### src/rtl/dr_mem_pkg.sv
package dr_mem_pkg;

  typedef enum logic [1:0] {
    ST_IDLE,
    ST_ACC,
    ST_WB,
    ST_PAD
  } dr_state_e;

  typedef enum logic [1:0] {
    KIND_RD,
    KIND_RMW,
    KIND_WR
  } dr_kind_e;

endpackage

### src/rtl/dr_wait_cfg.sv
module dr_wait_cfg #(
  parameter int unsigned CW       = 4,
  parameter int unsigned AUTO_ACC = 1,
  parameter int unsigned AUTO_CYC = 2
) (
  input  logic          clk_i,
  input  logic          rst_ni,
  input  logic          load_i,
  input  logic          auto_i,
  input  logic [CW-1:0] acc_i,
  input  logic [CW-1:0] cyc_i,
  output logic [CW-1:0] acc_o,
  output logic [CW-1:0] cyc_o
);

  localparam logic [CW-1:0] AUTO_ACC_V = CW'(AUTO_ACC);
  localparam logic [CW-1:0] AUTO_CYC_V = CW'(AUTO_CYC);
  localparam logic [CW-1:0] ONE_V      = CW'(1);

  logic [CW-1:0] acc_d, cyc_d;

  always_comb begin
    if (auto_i) begin
      acc_d = AUTO_ACC_V;
      cyc_d = AUTO_CYC_V;
    end else begin
      // access phase needs at least one cycle to launch the array cycle
      acc_d = (acc_i == '0) ? ONE_V : acc_i;
      cyc_d = cyc_i;
    end
  end

  always_ff @(posedge clk_i or negedge rst_ni) begin
    if (!rst_ni) begin
      acc_o <= AUTO_ACC_V;
      cyc_o <= AUTO_CYC_V;
    end else if (load_i) begin
      acc_o <= acc_d;
      cyc_o <= cyc_d;
    end
  end

endmodule

### src/rtl/dr_seq.sv
module dr_seq
  import dr_mem_pkg::*;
#(
  parameter int unsigned CW = 4,
  parameter int unsigned NB = 2
) (
  input  logic          clk_i,
  input  logic          rst_ni,
  input  logic          req_i,
  input  logic          we_i,
  input  logic [NB-1:0] be_i,
  input  logic [CW-1:0] acc_w_i,
  input  logic [CW-1:0] cyc_w_i,
  output logic          idle_o,
  output logic          accept_o,
  output dr_kind_e      kind_o,
  output logic          acc_first_o,
  output logic          wb_o
);

  localparam int unsigned CNT_W = CW + 1;

  dr_state_e         state_q, state_d;
  logic [CNT_W-1:0]  cnt_q, cnt_d;
  dr_kind_e          kind_q, kind_d;
  logic              acc_done, cyc_done;

  assign idle_o   = (state_q == ST_IDLE);
  assign accept_o = idle_o && req_i;
  assign acc_done = (cnt_q >= {1'b0, acc_w_i});
  assign cyc_done = (cnt_q >= {1'b0, cyc_w_i});

  always_comb begin
    kind_d = kind_q;
    if (accept_o) begin
      if (!we_i)        kind_d = KIND_RD;
      else if (&be_i)   kind_d = KIND_WR;
      else              kind_d = KIND_RMW;
    end
  end

  always_comb begin
    state_d = state_q;
    cnt_d   = cnt_q;
    unique case (state_q)
      ST_IDLE: begin
        if (accept_o) begin
          state_d = ST_ACC;
          cnt_d   = CNT_W'(1);
        end
      end
      ST_ACC: begin
        cnt_d = cnt_q + CNT_W'(1);
        if (acc_done) begin
          if (kind_q != KIND_WR) state_d = ST_WB;
          else if (cyc_done)     state_d = ST_IDLE;
          else                   state_d = ST_PAD;
        end
      end
      ST_WB: begin
        cnt_d   = cnt_q + CNT_W'(1);
        state_d = cyc_done ? ST_IDLE : ST_PAD;
      end
      ST_PAD: begin
        cnt_d = cnt_q + CNT_W'(1);
        if (cyc_done) state_d = ST_IDLE;
      end
      default: state_d = ST_IDLE;
    endcase
  end

  always_ff @(posedge clk_i or negedge rst_ni) begin
    if (!rst_ni) begin
      state_q <= ST_IDLE;
      cnt_q   <= '0;
      kind_q  <= KIND_RD;
    end else begin
      state_q <= state_d;
      cnt_q   <= cnt_d;
      kind_q  <= kind_d;
    end
  end

  assign kind_o      = kind_q;
  assign acc_first_o = (state_q == ST_ACC) && (cnt_q == CNT_W'(1));
  assign wb_o        = (state_q == ST_WB);

endmodule

### src/rtl/dr_datapath.sv
module dr_datapath
  import dr_mem_pkg::*;
#(
  parameter int unsigned AW = 8,
  parameter int unsigned DW = 16
) (
  input  logic          clk_i,
  input  logic          rst_ni,
  input  logic          accept_i,
  input  logic [AW-1:0] addr_i,
  input  logic [DW-1:0] wdata_i,
  input  logic [DW/8-1:0] be_i,
  input  dr_kind_e      kind_i,
  input  logic          acc_first_i,
  input  logic          wb_i,
  input  logic [DW-1:0] mem_rdata_i,
  output logic [DW-1:0] rdata_o,
  output logic          mem_en_o,
  output logic          mem_we_o,
  output logic          mem_wb_o,
  output logic [AW-1:0] mem_addr_o,
  output logic [DW-1:0] mem_wdata_o
);

  localparam int unsigned NB = DW / 8;

  logic [AW-1:0] addr_q;
  logic [DW-1:0] wdata_q;
  logic [NB-1:0] be_q;
  logic [DW-1:0] rdata_q;
  logic [DW-1:0] merged;

  always_ff @(posedge clk_i or negedge rst_ni) begin
    if (!rst_ni) begin
      addr_q  <= '0;
      wdata_q <= '0;
      be_q    <= '0;
    end else if (accept_i) begin
      addr_q  <= addr_i;
      wdata_q <= wdata_i;
      be_q    <= be_i;
    end
  end

  for (genvar l = 0; l < NB; l++) begin : g_lane
    assign merged[l*8 +: 8] = be_q[l] ? wdata_q[l*8 +: 8] : mem_rdata_i[l*8 +: 8];
  end

  always_ff @(posedge clk_i or negedge rst_ni) begin
    if (!rst_ni)                        rdata_q <= '0;
    else if (wb_i && kind_i == KIND_RD) rdata_q <= mem_rdata_i;
  end

  always_comb begin
    unique case (kind_i)
      KIND_RD:  mem_wdata_o = mem_rdata_i;
      KIND_RMW: mem_wdata_o = merged;
      default:  mem_wdata_o = wdata_q;
    endcase
  end

  assign mem_en_o   = acc_first_i || wb_i;
  assign mem_we_o   = (acc_first_i && kind_i == KIND_WR) || wb_i;
  assign mem_wb_o   = wb_i && (kind_i == KIND_RD);
  assign mem_addr_o = addr_q;
  assign rdata_o    = rdata_q;

endmodule

### src/rtl/dr_mem_ctrl.sv
module dr_mem_ctrl
  import dr_mem_pkg::*;
#(
  parameter int unsigned AW = 8,
  parameter int unsigned DW = 16,
  parameter int unsigned CW = 4
) (
  input  logic            clk_i,
  input  logic            rst_ni,
  input  logic            req_i,
  input  logic            we_i,
  input  logic [DW/8-1:0] be_i,
  input  logic [AW-1:0]   addr_i,
  input  logic [DW-1:0]   wdata_i,
  input  logic            auto_i,
  input  logic [CW-1:0]   acc_wait_i,
  input  logic [CW-1:0]   cyc_wait_i,
  output logic            rdy_o,
  output logic [DW-1:0]   rdata_o,
  output logic            mem_en_o,
  output logic            mem_we_o,
  output logic            mem_wb_o,
  output logic [AW-1:0]   mem_addr_o,
  output logic [DW-1:0]   mem_wdata_o,
  input  logic [DW-1:0]   mem_rdata_i
);

  localparam int unsigned NB = DW / 8;

  logic          accept, acc_first, wb;
  logic [CW-1:0] acc_w, cyc_w;
  dr_kind_e      kind;

  dr_wait_cfg #(.CW(CW)) u_cfg (
    .clk_i  (clk_i),
    .rst_ni (rst_ni),
    .load_i (accept),
    .auto_i (auto_i),
    .acc_i  (acc_wait_i),
    .cyc_i  (cyc_wait_i),
    .acc_o  (acc_w),
    .cyc_o  (cyc_w)
  );

  dr_seq #(.CW(CW), .NB(NB)) u_seq (
    .clk_i       (clk_i),
    .rst_ni      (rst_ni),
    .req_i       (req_i),
    .we_i        (we_i),
    .be_i        (be_i),
    .acc_w_i     (acc_w),
    .cyc_w_i     (cyc_w),
    .idle_o      (rdy_o),
    .accept_o    (accept),
    .kind_o      (kind),
    .acc_first_o (acc_first),
    .wb_o        (wb)
  );

  dr_datapath #(.AW(AW), .DW(DW)) u_dp (
    .clk_i       (clk_i),
    .rst_ni      (rst_ni),
    .accept_i    (accept),
    .addr_i      (addr_i),
    .wdata_i     (wdata_i),
    .be_i        (be_i),
    .kind_i      (kind),
    .acc_first_i (acc_first),
    .wb_i        (wb),
    .mem_rdata_i (mem_rdata_i),
    .rdata_o     (rdata_o),
    .mem_en_o    (mem_en_o),
    .mem_we_o    (mem_we_o),
    .mem_wb_o    (mem_wb_o),
    .mem_addr_o  (mem_addr_o),
    .mem_wdata_o (mem_wdata_o)
  );

endmodule

### config.mk
export PLATFORM = sky130hd
export DESIGN_NAME = dr_mem_ctrl
export DESIGN_NICKNAME = d
export VERILOG_FILES = /design/src/rtl/dr_mem_pkg.sv /design/src/rtl/dr_wait_cfg.sv /design/src/rtl/dr_seq.sv /design/src/rtl/dr_datapath.sv /design/src/rtl/dr_mem_ctrl.sv
export SDC_FILE = /design/constraint.sdc
export NUM_CORES = 1
export LEC_CHECK = 0
export BUFFER_PORTS_ARGS = -buffer_cell sky130_fd_sc_hd__buf_2
export CORE_UTILIZATION = 50
export CTS_CLUSTER_SIZE = 25
export DETAILED_ROUTE_END_ITERATION = 10
export PLACE_DENSITY = 0.9
export SLEW_MARGIN = 20
export SYNTH_ARGS = -nofsm -noshare
export SYNTH_HDL_FRONTEND = slang
export SYNTH_HIERARCHICAL = 1
export SYNTH_SLANG_ARGS = --single-unit
### constraint.sdc
create_clock -name clk_i -period 2.2 [get_ports clk_i]
set_input_delay 0.22 -clock clk_i [delete_from_list [all_inputs] [get_ports clk_i]]
set_output_delay 0.22 -clock clk_i [all_outputs]
set_load 0.03 [all_outputs]
==> results.txt <==
- The flow ran to the end, and the final reports show no timing, DRC or antenna violations.
* Number of nets in the layout: around 400
* # IOs: between 90 and 100
* Worst hold stages: 2
- Counting distinct cell types in the post-synthesis netlist gives 39.
* Peak Freq: about 470 MHz
- Once detail routing completed, the nets flagged for antenna violations numbered 0.
- Clock-pin slew was measured on the worst setup and hold paths at ~0.060 ns.
* Routability Congestion: between 0.7 and 0.8
- Vias after detailed routing: between 2000 and 2500
- The share of the Yosys chip area taken by registers is between 50% and 60%.
- Pin count of the biggest net entering global routing: 37
- Power comes to between 6 and 7 mW.
- Vias in the first global route: between 2000 and 2500
- Setup violations remaining at the end of the flow were counted as 0.
- The count of final max-slew check failures came to 0.
- The largest individual stage delay along the critical path comes from the cell sky130_fd_sc_hd__a21oi_2.
- Num CTS Buffers: 9
* Stage delay of the slowest cell on the critical path: roughly 0.51 ns
- Area of all sequential standard cells: between 1000 and 1500 um2
* Buffer levels on the longest clock path: 2
- At the worst endpoint, the required time is slightly below 2 ns.
* Post-CTS setup buffer count: 0
* Tightest slew margin relative to the limit: between 60 and 70%
- For hold timing, the worst endpoint is u_dp/wdata_q[0]$_DFFE_PN0P_.
- Die span in y: between 70 and 80 um
* Tightest Pin Transition: between 0.5 and 0.6 ns
- The finished cells cover between 3000 and 4000 um2.
- Largest cells by area after synthesis: sky130_fd_sc_hd__dfrtp_1 49%, sky130_fd_sc_hd__mux2_2 19%, sky130_fd_sc_hd__mux2_4 4.7%
- STA puts the critical path data arrival time at 1.90 ns.
- Type of the most critical hold path: input port to flop
- The tree is rooted in a sky130_fd_sc_hd__clkbuf_8.
- Of the post-synthesis cell area, the dominant cell type holds 49.5%.
* Ant diodes: 0
- The critical path is of the flop to output port type.
* Initial antenna violation count: 0
* Launch point of the worst reg-to-reg path: u_seq/state_q[0]$_DFFE_PN0P_
* Clock tree sinks: 59
- Net count after synthesis: about 290
* Number of synthesized flops with an enable pin: 0
- At the later pin of the worst-skew pair, clock insertion delay measures between 0.3 and 0.4 ns.
* Area of the mapped netlist: 2880 um2
- The setup check on the worst reg-to-reg path leaves a slack of ~0.42 ns.
* CP cell instances: a21oi_2 > mux2_2 > buf_2
- The synthesized design contains between 50 and 60 register bits.
* Met2 WL post-DR: around 3000 um
- In this run the worst path has a maximum fanout of 8.
- In this run the static leakage power is between 1.5 and 2 nW.
- After layout, the worst path uses between 90% and 100% of the clock period.
* Chip width: between 70 and 80 um
- At the placement stage, the worst setup path has a slack of 0.409 ns.
- Number of fill cells in the layout: between 400 and 500
- Across the run, the number of max-cap violations was 0.
* Effective utilization at floorplan: approximately 52%
- Each instance of the synthesized netlist takes up on average 13.0 um2.
- Share of layout cells above drive strength 1: ~57%
* Total congestion overflow after global routing: 0
- Flip-flop cell with the highest count after synthesis: sky130_fd_sc_hd__dfrtp_1
- Routed wire length: ~5900 um
* Power Density: 1700 nW/um2
* Largest area contributor in the netlist: sky130_fd_sc_hd__dfrtp_1
- Die footprint: 6070 um2
- Initial DRC Count: 90
* Yosys warning count: 6
* Final Hold Vio Count: 0
- DRC: 0
- Input and output buffers added on the ports amount to 98.
- Sum of negative setup slack: 0 ns
* Core Region: between 5000 and 6000 um2
* Synth top cells by count: 57 x sky130_fd_sc_hd__dfrtp_1, 49 x sky130_fd_sc_hd__mux2_2, 16 x sky130_fd_sc_hd__inv_1
- Type of destination of the critical path: output port
- TritonCTS clock tree: done
* Worst reg2reg path depth: 5
- Worst hold margin: between 0.1 and 0.15 ns
- Across the VDD grid, the largest voltage drop is between 0.001 and 0.0015 V.
- Minimum clock period after layout: 2.12 ns
* Count leader, synth: sky130_fd_sc_hd__dfrtp_1
- DR top layer: met4
- First-pass GRT wire length: just under 10000 um
- The floorplan has 27 rows.
- Post-route setup slack: between 0.07 and 0.08 ns
- H-tree levels: 3
- DP Area: 3470 um2
- The detailed router put a total of ~2500 um of wire on met1.
* Worst clock skew: roughly 0.0075 ns
* Critical hold path startpoint: wdata_i[0]
- STA classifies the critical path startpoint as a flop.
* Ratio of routed vias to standard cells: just over 5
- Across every metal layer, demand over resource in global routing totals approximately a fifth.
* Synthesis-to-layout area growth: 27.0%
- Setup repair after global routing missed its margin: no
- In the final routed layout, each cell accounts on average for ~15 um.
* Combined area of the multi-input logic cells: 1290 um2
* Async SR Flop Fraction: 100%
* Router iterations before antenna repair: 4
* Worst r2r dst: u_dp/wdata_q[15]$_DFFE_PN0P_
* Post-detail-place hpwl: between 4000 and 5000 um
- Number of instances in the synthesized netlist: about 220
- Summed over all nets, wire length on met3 after detailed routing comes to 353 um.
[worst max-delay path: cells and delay by family, from the launching register on]
kind	cells	cell delay (ns)
buf+inv	1	0.19
compound gates	1	0.51
flops	1	0.47
mux	1	0.41
[logic make-up after synthesis]
logic type      count (synthesis)  share of synthesized area [%]
simple gates                   41                           8.90
buf+inv                        23                           3.86
xor+xnor                        1                          0.304
compound gates                 28                           7.12
mux                            59                           24.2
flops                          59                           51.3
fa+ha+maj                      10                           4.34
[where the power goes]
group	switching (mW)	total (mW)	internal (mW)
Combinational	1.84	3.28	1.44
Clock	0.373	0.910	0.537
Sequential	0.399	2.04	1.64
Total	2.61	6.23	3.61
[flip-flops by register name (all words and copies together), names as in the netlist]
name	cells
u_dp/rdata_o	16
u_cfg/cyc_o	4
u_seq/cnt_q	5
u_dp/mem_addr_o	8
u_seq/state_q	2
u_dp/be_q	2
u_dp/wdata_q	16
u_seq/kind_o	2
u_cfg/acc_o	4
[metal layers]
metal	global-route usage [%]	vias up
li1	-	993
met5	0	-
met3	8.71	15
met4	9.26	0
met2	33.4	72
met1	24.8	1014
[area by class of cell]
cell class / count / area share, %
well taps: 72 / 2.46
inverters: 17 / 1.74
clock buffers: 11 / 3.86
clock inverters: 3 / 1.09
repair buffers: 104 / 15.1
multi-input cells: 139 / 35.3
flip-flops and latches: 59 / 40.4
[stage by stage]
stage / utilization (%) / cells
after detailed placement: 62.6 / 390
after floorplan: - / 221
after global placement: 62.6 / 390
final: 66.1 / 405
after global routing: 66.1 / 405
after CTS: 66.0 / 405
[timing repair]
action,4_1_cts,5_1_grt
endpoints found under the hold margin,15,0
hold buffers,1,0
gates resized for setup,0,1
setup endpoints to repair,0,1
[cells in the final DEF (no fill, tap or decap), types with 4 or more instances in the layout]
cell type	count
sky130_fd_sc_hd__a21oi_1	4
sky130_fd_sc_hd__buf_2	98
sky130_fd_sc_hd__clkbuf_8	10
sky130_fd_sc_hd__dfrtp_1	57
sky130_fd_sc_hd__ha_1	10
sky130_fd_sc_hd__inv_1	16
sky130_fd_sc_hd__mux2_2	49
sky130_fd_sc_hd__mux2_4	9
sky130_fd_sc_hd__nand2_1	8
sky130_fd_sc_hd__nand3b_1	6
sky130_fd_sc_hd__nor2_1	5
sky130_fd_sc_hd__nor2b_1	4
sky130_fd_sc_hd__o21ai_0	13
[how the worst max path moves through the flow]
stage	start	end	slack, ns
after CTS	u_seq/state_q[1]$_DFFE_PN0P_	mem_wb_o	0.04
final	u_seq/kind_o[0]$_DFFE_PN0P_	mem_wdata_o[4]	0.08
after global placement	u_seq/state_q[1]$_DFFE_PN0P_	u_dp/rdata_o[2]$_DFFE_PN0P_	0.43
after global routing	u_seq/state_q[1]$_DFFE_PN0P_	mem_wb_o	0.01
after floorplan	u_seq/state_q[1]$_DFFE_PN0P_	u_dp/be_q[0]$_DFFE_PN0P_	0.19
after detailed placement	u_seq/state_q[1]$_DFFE_PN0P_	u_dp/rdata_o[15]$_DFFE_PN0P_	0.41
No activity file was read; power rests on OpenSTA's default activity.
